--- src/rtl/sim_status_pkg.sv ---
// Shared types for the test-status control block.
// Assumes a single clock domain; no state lives here.
package sim_status_pkg;

    // Word offsets inside the register window; the decoder compares against these.
    localparam int OFS_CTRL   = 0;
    localparam int OFS_RESULT = 1;
    localparam int OFS_PTR    = 2;

    // Master read sequencer states.
    typedef enum logic [1:0] {
        FETCH_IDLE = 2'd0,
        FETCH_REQ  = 2'd1,
        FETCH_WAIT = 2'd2
    } fetch_state_t;

    // One-hot-or-none classification of the current slave access.
    typedef struct packed {
        logic ctrl_wr;
        logic result_wr;
        logic ptr_wr;
        logic bad;
    } acc_dec_t;

endpackage

--- src/rtl/sim_status_decode.sv ---
// Classifies one slave access against the register window.
// Assumes BASE is aligned to the window size (WIN_WORDS words of 4 bytes).
// Pure combinational; the caller registers any pulse it derives.
module sim_status_decode
    import sim_status_pkg::*;
#(
    parameter int              ADDR_W    = 32,
    parameter int              WIN_WORDS = 4,
    parameter logic [ADDR_W-1:0] BASE    = 32'hFFFF_0000
) (
    input  logic              s_valid,
    input  logic              s_write,
    input  logic [ADDR_W-1:0] s_addr,
    input  logic [2:0]        s_bytes,
    output acc_dec_t          dec_o
);
    localparam int WIN_LSB = $clog2(WIN_WORDS * 4);
    localparam int OW      = WIN_LSB - 2;

    logic          in_win;
    logic          legal;
    logic [OW-1:0] ofs;

    // Window hit, legality and word offset of the access.
    always_comb begin
        in_win = s_valid && (s_addr[ADDR_W-1:WIN_LSB] == BASE[ADDR_W-1:WIN_LSB]);
        legal  = s_write && (s_bytes == 3'd4) && (s_addr[1:0] == 2'b00);
        ofs    = s_addr[WIN_LSB-1:2];
    end

    // Select exactly one action, or flag an error, for an in-window access.
    always_comb begin
        dec_o = '0;
        if (in_win) begin
            if (!legal) begin
                dec_o.bad = 1'b1;
            end else if (ofs == OW'(OFS_CTRL)) begin
                dec_o.ctrl_wr = 1'b1;
            end else if (ofs == OW'(OFS_RESULT)) begin
                dec_o.result_wr = 1'b1;
            end else if (ofs == OW'(OFS_PTR)) begin
                dec_o.ptr_wr = 1'b1;
            end else begin
                dec_o.bad = 1'b1;
            end
        end
    end

    // an access never both acts and errors.
    always_comb begin
        assert_dec_onehot_R3: assert ($onehot0(dec_o));
    end

endmodule

--- src/rtl/sim_status_fetch.sv ---
// Master read sequencer and label buffer.
// Reads NAME_BYTES bytes as sequential DATA_W-bit words, one request in
// flight at a time. A new start during a fetch is remembered and replayed
// from the latest pointer once the outstanding word returns. Assumes the
// pointer is word aligned and memory answers each accepted request once.
module sim_status_fetch
    import sim_status_pkg::*;
#(
    parameter int ADDR_W     = 32,
    parameter int DATA_W     = 32,
    parameter int NAME_BYTES = 16
) (
    input  logic                    clk,
    input  logic                    rst_n,
    input  logic                    start_i,
    input  logic [ADDR_W-1:0]       start_addr_i,
    input  logic [ADDR_W-1:0]       ptr_i,
    output logic                    m_req_valid,
    input  logic                    m_req_ready,
    output logic [ADDR_W-1:0]       m_req_addr,
    input  logic                    m_rsp_valid,
    input  logic [DATA_W-1:0]       m_rsp_data,
    output logic [NAME_BYTES*8-1:0] name_o,
    output logic                    busy_o,
    output logic                    busy_next_o
);
    localparam int BYTES_W = DATA_W / 8;
    localparam int WORDS   = NAME_BYTES / BYTES_W;
    localparam int IDX_W   = (WORDS > 1) ? $clog2(WORDS) : 1;
    localparam logic [IDX_W-1:0] LAST = IDX_W'(WORDS - 1);

    fetch_state_t      st_q, st_n;
    logic [ADDR_W-1:0] base_q, base_n;
    logic [IDX_W-1:0]  idx_q, idx_n;
    logic              restart_q, restart_n;
    logic              rsp_take;
    logic              redo;

    // Response acceptance and restart request for this cycle.
    always_comb begin
        rsp_take = (st_q == FETCH_WAIT) && m_rsp_valid;
        redo     = restart_q || start_i;
    end

    // Next-state logic of the sequencer.
    always_comb begin
        st_n      = st_q;
        base_n    = base_q;
        idx_n     = idx_q;
        restart_n = restart_q;
        case (st_q)
            FETCH_IDLE: begin
                if (start_i) begin
                    st_n      = FETCH_REQ;
                    base_n    = start_addr_i;
                    idx_n     = '0;
                    restart_n = 1'b0;
                end
            end
            FETCH_REQ: begin
                restart_n = redo;
                if (m_req_ready) begin
                    st_n = FETCH_WAIT;
                end
            end
            FETCH_WAIT: begin
                restart_n = redo;
                if (m_rsp_valid) begin
                    if (redo) begin
                        st_n      = FETCH_REQ;
                        base_n    = start_i ? start_addr_i : ptr_i;
                        idx_n     = '0;
                        restart_n = 1'b0;
                    end else if (idx_q == LAST) begin
                        st_n = FETCH_IDLE;
                    end else begin
                        st_n  = FETCH_REQ;
                        idx_n = idx_q + 1'b1;
                    end
                end
            end
            default: st_n = FETCH_IDLE;
        endcase
    end

    // Sequencer state registers.
    always_ff @(posedge clk) begin
        if (!rst_n) begin
            st_q      <= FETCH_IDLE;
            base_q    <= '0;
            idx_q     <= '0;
            restart_q <= 1'b0;
        end else begin
            st_q      <= st_n;
            base_q    <= base_n;
            idx_q     <= idx_n;
            restart_q <= restart_n;
        end
    end

    // Request outputs and busy flags.
    always_comb begin
        m_req_valid = (st_q == FETCH_REQ);
        m_req_addr  = base_q + (ADDR_W'(idx_q) * ADDR_W'(BYTES_W));
        busy_o      = (st_q != FETCH_IDLE);
        busy_next_o = (st_n != FETCH_IDLE);
    end

    // One buffer word per fetched word; the last word keeps its top byte zero.
    for (genvar w = 0; w < WORDS; w++) begin : g_word
        logic [DATA_W-1:0] word_q;
        logic              wr_en;

        // Capture enable for this word.
        always_comb wr_en = rsp_take && !redo && (idx_q == IDX_W'(w));

        if (w == WORDS - 1) begin : g_last
            // Store the final word with its terminating byte forced to zero.
            always_ff @(posedge clk) begin
                if (!rst_n) begin
                    word_q <= '0;
                end else if (wr_en) begin
                    word_q <= {8'h00, m_rsp_data[DATA_W-9:0]};
                end
            end
        end else begin : g_body
            // Store a body word unchanged.
            always_ff @(posedge clk) begin
                if (!rst_n) begin
                    word_q <= '0;
                end else if (wr_en) begin
                    word_q <= m_rsp_data;
                end
            end
        end

        assign name_o[w*DATA_W +: DATA_W] = word_q;
    end

    // a pending request holds valid and address until accepted.
    assert_req_hold_R6: assert property (@(posedge clk) disable iff (!rst_n)
        (m_req_valid && !m_req_ready) |=> (m_req_valid && $stable(m_req_addr)));

    // the label is always terminated.
    assert_name_term_R7: assert property (@(posedge clk) disable iff (!rst_n)
        name_o[NAME_BYTES*8-1 -: 8] == 8'h00);

    // a restart request never leaves the sequencer idle.
    assert_restart_busy_R9: assert property (@(posedge clk) disable iff (!rst_n)
        restart_q |-> busy_o);

endmodule

--- src/rtl/sim_status_report.sv ---
// Result code register and result strobe sequencing.
// Holds the strobe back while a label fetch runs, so the reported label
// always belongs to the latest pointer. Assumes busy_next_i is the value
// busy will take after this clock edge.
module sim_status_report #(
    parameter int DATA_W = 32
) (
    input  logic              clk,
    input  logic              rst_n,
    input  logic              result_wr_i,
    input  logic [DATA_W-1:0] wdata_i,
    input  logic              busy_i,
    input  logic              busy_next_i,
    output logic              result_o,
    output logic              result_fail_o,
    output logic [DATA_W-1:0] result_value_o
);
    logic [DATA_W-1:0] value_q;
    logic              pend_q;
    logic              strobe_q;
    logic              want;

    // A strobe is owed by a new write or an earlier deferred one.
    always_comb want = result_wr_i || pend_q;

    // Store the code; fire when the fetch is (or becomes) idle, else defer.
    always_ff @(posedge clk) begin
        if (!rst_n) begin
            value_q  <= '0;
            pend_q   <= 1'b0;
            strobe_q <= 1'b0;
        end else begin
            if (result_wr_i) begin
                value_q <= wdata_i;
            end
            strobe_q <= want && !busy_next_i;
            pend_q   <= want && busy_next_i;
        end
    end

    // Outputs.
    always_comb begin
        result_o       = strobe_q;
        result_value_o = value_q;
        result_fail_o  = (value_q != '0);
    end

    // the strobe never coincides with an active fetch.
    assert_result_idle_R8: assert property (@(posedge clk) disable iff (!rst_n)
        result_o |-> !busy_i);

    // a deferred strobe is never outstanding while idle.
    assert_pend_busy_R8: assert property (@(posedge clk) disable iff (!rst_n)
        pend_q |-> busy_i);

endmodule

--- src/rtl/sim_status_ctrl.sv ---
// Simulation test-status control peripheral (top).
// Write-only register window for shutdown, result code and label pointer,
// plus a read master that copies a terminated label from memory.
// Assumes one slave access per cycle, always accepted in its cycle.
module sim_status_ctrl
    import sim_status_pkg::*;
#(
    parameter int                ADDR_W     = 32,
    parameter int                DATA_W     = 32,
    parameter int                NAME_BYTES = 16,
    parameter int                WIN_WORDS  = 4,
    parameter logic [ADDR_W-1:0] BASE       = 32'hFFFF_0000
) (
    input  logic                    clk,
    input  logic                    rst_n,
    input  logic                    s_valid,
    input  logic                    s_write,
    input  logic [ADDR_W-1:0]       s_addr,
    input  logic [2:0]              s_bytes,
    input  logic [DATA_W-1:0]       s_wdata,
    output logic                    m_req_valid,
    input  logic                    m_req_ready,
    output logic [ADDR_W-1:0]       m_req_addr,
    input  logic                    m_rsp_valid,
    input  logic [DATA_W-1:0]       m_rsp_data,
    output logic                    shutdown_o,
    output logic                    result_o,
    output logic                    result_fail_o,
    output logic [DATA_W-1:0]       result_value_o,
    output logic [ADDR_W-1:0]       name_ptr_o,
    output logic [NAME_BYTES*8-1:0] name_o,
    output logic                    busy_o,
    output logic                    err_o
);
    acc_dec_t          dec;
    logic              shut_q;
    logic              err_q;
    logic [ADDR_W-1:0] ptr_q;
    logic              busy_next;
    logic [ADDR_W-1:0] start_addr;

    // Pointer as seen by the sequencer on a fresh start.
    always_comb start_addr = ADDR_W'(s_wdata);

    sim_status_decode #(
        .ADDR_W   (ADDR_W),
        .WIN_WORDS(WIN_WORDS),
        .BASE     (BASE)
    ) u_decode (
        .s_valid(s_valid),
        .s_write(s_write),
        .s_addr (s_addr),
        .s_bytes(s_bytes),
        .dec_o  (dec)
    );

    // Shutdown and error pulses, and the pointer register.
    always_ff @(posedge clk) begin
        if (!rst_n) begin
            shut_q <= 1'b0;
            err_q  <= 1'b0;
            ptr_q  <= '0;
        end else begin
            shut_q <= dec.ctrl_wr;
            err_q  <= dec.bad;
            if (dec.ptr_wr) begin
                ptr_q <= start_addr;
            end
        end
    end

    sim_status_fetch #(
        .ADDR_W    (ADDR_W),
        .DATA_W    (DATA_W),
        .NAME_BYTES(NAME_BYTES)
    ) u_fetch (
        .clk         (clk),
        .rst_n       (rst_n),
        .start_i     (dec.ptr_wr),
        .start_addr_i(start_addr),
        .ptr_i       (ptr_q),
        .m_req_valid (m_req_valid),
        .m_req_ready (m_req_ready),
        .m_req_addr  (m_req_addr),
        .m_rsp_valid (m_rsp_valid),
        .m_rsp_data  (m_rsp_data),
        .name_o      (name_o),
        .busy_o      (busy_o),
        .busy_next_o (busy_next)
    );

    sim_status_report #(
        .DATA_W(DATA_W)
    ) u_report (
        .clk           (clk),
        .rst_n         (rst_n),
        .result_wr_i   (dec.result_wr),
        .wdata_i       (s_wdata),
        .busy_i        (busy_o),
        .busy_next_i   (busy_next),
        .result_o      (result_o),
        .result_fail_o (result_fail_o),
        .result_value_o(result_value_o)
    );

    // Pulse and pointer outputs.
    always_comb begin
        shutdown_o = shut_q;
        err_o      = err_q;
        name_ptr_o = ptr_q;
    end

    // a rejected access leaves the pointer and result code untouched.
    assert_bad_nochange_R2: assert property (@(posedge clk) disable iff (!rst_n)
        err_o |-> ($stable(name_ptr_o) && $stable(result_value_o)));

    // a shutdown pulse is never an error pulse.
    assert_shutdown_noerr_R4: assert property (@(posedge clk) disable iff (!rst_n)
        shutdown_o |-> !err_o);

endmodule

--- config.mk ---
export PLATFORM = sky130hd
export DESIGN_NAME = sim_status_ctrl
export DESIGN_NICKNAME = d
export VERILOG_FILES = /design/src/rtl/sim_status_pkg.sv /design/src/rtl/sim_status_decode.sv /design/src/rtl/sim_status_fetch.sv /design/src/rtl/sim_status_report.sv /design/src/rtl/sim_status_ctrl.sv
export SDC_FILE = /design/constraint.sdc
export NUM_CORES = 1
export LEC_CHECK = 0
export BUFFER_PORTS_ARGS = -buffer_cell sky130_fd_sc_hd__buf_2
export CAP_MARGIN = 20
export CORE_MARGIN = 3
export CORE_UTILIZATION = 45
export CTS_CLUSTER_DIAMETER = 60
export CTS_CLUSTER_SIZE = 40
export DETAILED_ROUTE_END_ITERATION = 6
export MAX_ROUTING_LAYER = met4
export PLACE_DENSITY_LB_ADDON = 0.08
export SYNTH_ARGS = -nofsm -noshare
export SYNTH_HDL_FRONTEND = slang
export SYNTH_SLANG_ARGS = --single-unit
--- constraint.sdc ---
create_clock -name clk -period 2.32 [get_ports clk]
set_input_delay 0.116 -clock clk [delete_from_list [all_inputs] [get_ports clk]]
set_output_delay 0.116 -clock clk [all_outputs]
set_load 0.005 [all_outputs]
==> results.yml <==
run_status:
  status: "finished, violations left"
  violations: "negative setup slack"
placement:
  dpl.hpwl_um: 19620
  gp_congestion: 0.8651
  numPortBuffers: 326
  dpl_cell_area_sq_um: 11540
  pre_cts_slack_ns: -0.02030
floorplan:
  rows: 52
  die_y_um: 152.3
  die_area_sq_um: 23180
  initial_core_util_pct: 46.67
  fp.coreArea_sq_um: 20620
  dieWidth_um: 152.3
  num_io_pins: 335
clock_network:
  cts_inserted_buffers: 17
  cts_tree: "done"
  insertion_delay_ns: 0.50
  cts.sinks: 225
  htree_levels: 1
  root_buffer: "clkbuf_16"
  cts_buffer_depth: 3
  clkTransAtPathRegs_ns: 0.10
finish:
  syn2layout_area_growth_pct: 35.62
  stdcell_area_sq_um: 13050
  antenna_cells: 0
  final_cell_mix: "buf_2 (325), nand2_1 (227), dfxtp_1 (218)"
  final_layout_size_suffix_gt1_share_pct: 31.15
  final_nets: 1509
  final_common_cell: "buf_2"
sta:
  relSlewSlack_pct: 61.38
  max_freq_mhz: 384.3
  finalHoldViolations: 0
  fin_crit_sh_pct: 112.2
  worst_pin_slew_ns: 0.5740
  layout_setup_ws_ns: -0.2820
  hold_ws_ns: 0.02836
  rsz0062_at_grt: "true"
  finClkSkew_ns: 0.01794
  setup_violations: 12
  finalMaxSlewViolations: 0
  min_period_ns: 2.602
drt:
  first_iter_violations: 409
  drc: 0
  post_drt_wl_per_cell_um: 16.98
  first_pass_iters: 5
  routed_wl_um: 28410
  postRouteAntennaNets: 0
  viasPerCell: 5.119
  vias: 8564
worst_setup_path:
  cp.required_ns: 2.20
  worstSetupPathType: "reg -> out"
  arrival_ns: 2.49
  crit_path_end_kind: "output pin"
  crit_fanout: 6
  start_kind: "flip-flop"
logic_synthesis:
  ys_ff_latch: 225
  synth_edf_count: 0
  ys_types: 47
  synth-main-ff-cell: "dfxtp_1"
  synthArstFlopShare_pct: 0
  ys_seq_area_share_pct: 46.80
  synth_cells: 1006
  syn-mean-instance-area_sq_um: 9.568
  syn_area_sq_um: 9625
  ys_warn_count: 0
power:
  leakagePower_uw: 0.007277
  power_density_nw_per_um2: 568.9
  vdd_ir_drop_max_mv: 0.5017
global_route:
  antenna_found_initial: 0
  first_global_vias: 8570
  grt_usage_pct: 23.98
  grt_max_degree: 65
  gr-total-overflow: 0
  grt_first_pass_wirelength_um: 45660
job:
  cap_violations: 0
worst_hold_path:
  holdCritPathClass: "in -> reg"
==> path summary, 6_finish.rpt <==
check | slack [ns] | from | cells past startpoint | end
hold reg to reg | 0.46 | u_fetch.g_word[3].word_q[21] | 2 | u_fetch.g_word[3].word_q[21]
hold / removal | 0.03 | rst_n | 3 | u_fetch.g_word[2].word_q[11]
setup / recovery | -0.28 | u_fetch.idx_q[0] | 9 | m_req_addr[22]
setup reg to reg | 0.17 | u_fetch.st_q[0] | 8 | u_fetch.base_q[27]
==> what timing repair did <==
action                     in CTS  in global routing
hold buffers                   67                  0
hold endpoints to repair      206                  0
setup endpoints to repair      23                 19
gates resized for setup        29                  7
pin swaps                      10                  6
setup buffers                   7                  4
==> synthesized netlist by cell type (2+ instances only) <==
master,instances,area share (%)
nand2b_1,3,0.20
mux2i_1,153,16
xor2_1,4,0.36
o211a_1,32,3.3
a21oi_1,71,3.7
o2bb2ai_1,32,2.9
nor4_1,13,0.84
buf_4,13,1.0
nand2_1,229,8.9
nor2_1,42,1.6
or4_1,2,0.16
nand3_1,17,0.88
nand4_1,16,1.0
and4_1,5,0.45
or3_1,2,0.13
nand3_4,3,0.55
o31ai_1,2,0.16
o21ai_0,4,0.21
buf_6,4,0.47
xnor2_1,24,2.2
and3_1,3,0.20
nor3_1,2,0.10
buf_2,7,0.36
ha_1,11,1.4
nor4b_1,2,0.18
dfxtp_1,225,47
buf_12,9,1.9
inv_1,8,0.31
nor2b_1,5,0.32
clkbuf_1,46,1.8
==> cell type report <==
cell class	instances	area, sq um
Sequential cell	225	4518
Inverter	9	33.78
Fill cell	1779	7571
Multi-Input combinational cell	700	4733
Clock buffer	17	425.4
Tap cell	270	337.8
Timing Repair Buffer	439	2824
Clock inverter	13	181.4
==> power by group <==
group          total (uW)  switching [uW]  internal (uW)  leakage (uW)
combinational         343             176            167       0.00516
sequential           3860    0.0000000353           3860       0.00182
clock                3230            1640           1590      0.000300
total                7430            1810           5610       0.00728
==> cells by family after synthesis <==
logic type                 synth area share, %
adders and majority gates                1.638
xor gates and xnor gates                 2.548
muxes                                    16.03
and+or+nand+nor                          16.22
buffers and inverters                    5.862
AOI/OAI and AO/OA                        10.87
DFF                                      46.80
other                                  0.03896
==> critical path: stages, from the launching register on <==
cell,delay [ns]
dfxtp_2,0.37
ha_4,0.14
inv_2,0.03
fa_2,0.34
or4_4,0.46
nor2_4,0.11
buf_6,0.13
nand4_1,0.12
xnor2_1,0.16
buf_2,0.13
==> registers in the layout (all words and copies together), names as in the netlist <==
signal,cells
u_fetch.g_word.word_q,120
name_ptr_o,32
u_fetch.base_q,32
u_report.result_value_o,32
u_fetch.idx_q,2
u_fetch.st_q,2
err_o,1
shutdown_o,1
u_fetch.restart_q,1
u_report.pend_q,1
u_report.result_o,1
==> per-stage QoR <==
step / total power (uW) / setup TNS, ns / util (%) / instances
2_1_floorplan: 4061 / 0 / - / 1013
3_3_place_gp: 4203 / 0 / 55.95 / 1565
3_5_place_dp: 4202 / -0.03814 / 55.95 / 1565
4_1_cts: 7520 / -1.896 / 62.98 / 1669
5_1_grt: 7682 / -3.711 / 63.29 / 1673
6_report: 7427 / -1.750 / 63.29 / 1673
==> layer usage <==
metal	global-route usage (%)	up-vias	share of wire [%]
met2	40.09	280	48
met1	30.58	4013	43
met4	5.565	0	2.0
met5	-	-	0
li1	-	4230	-
met3	4.061	41	6.3
Note: power is estimated with default switching activity, not from simulation.
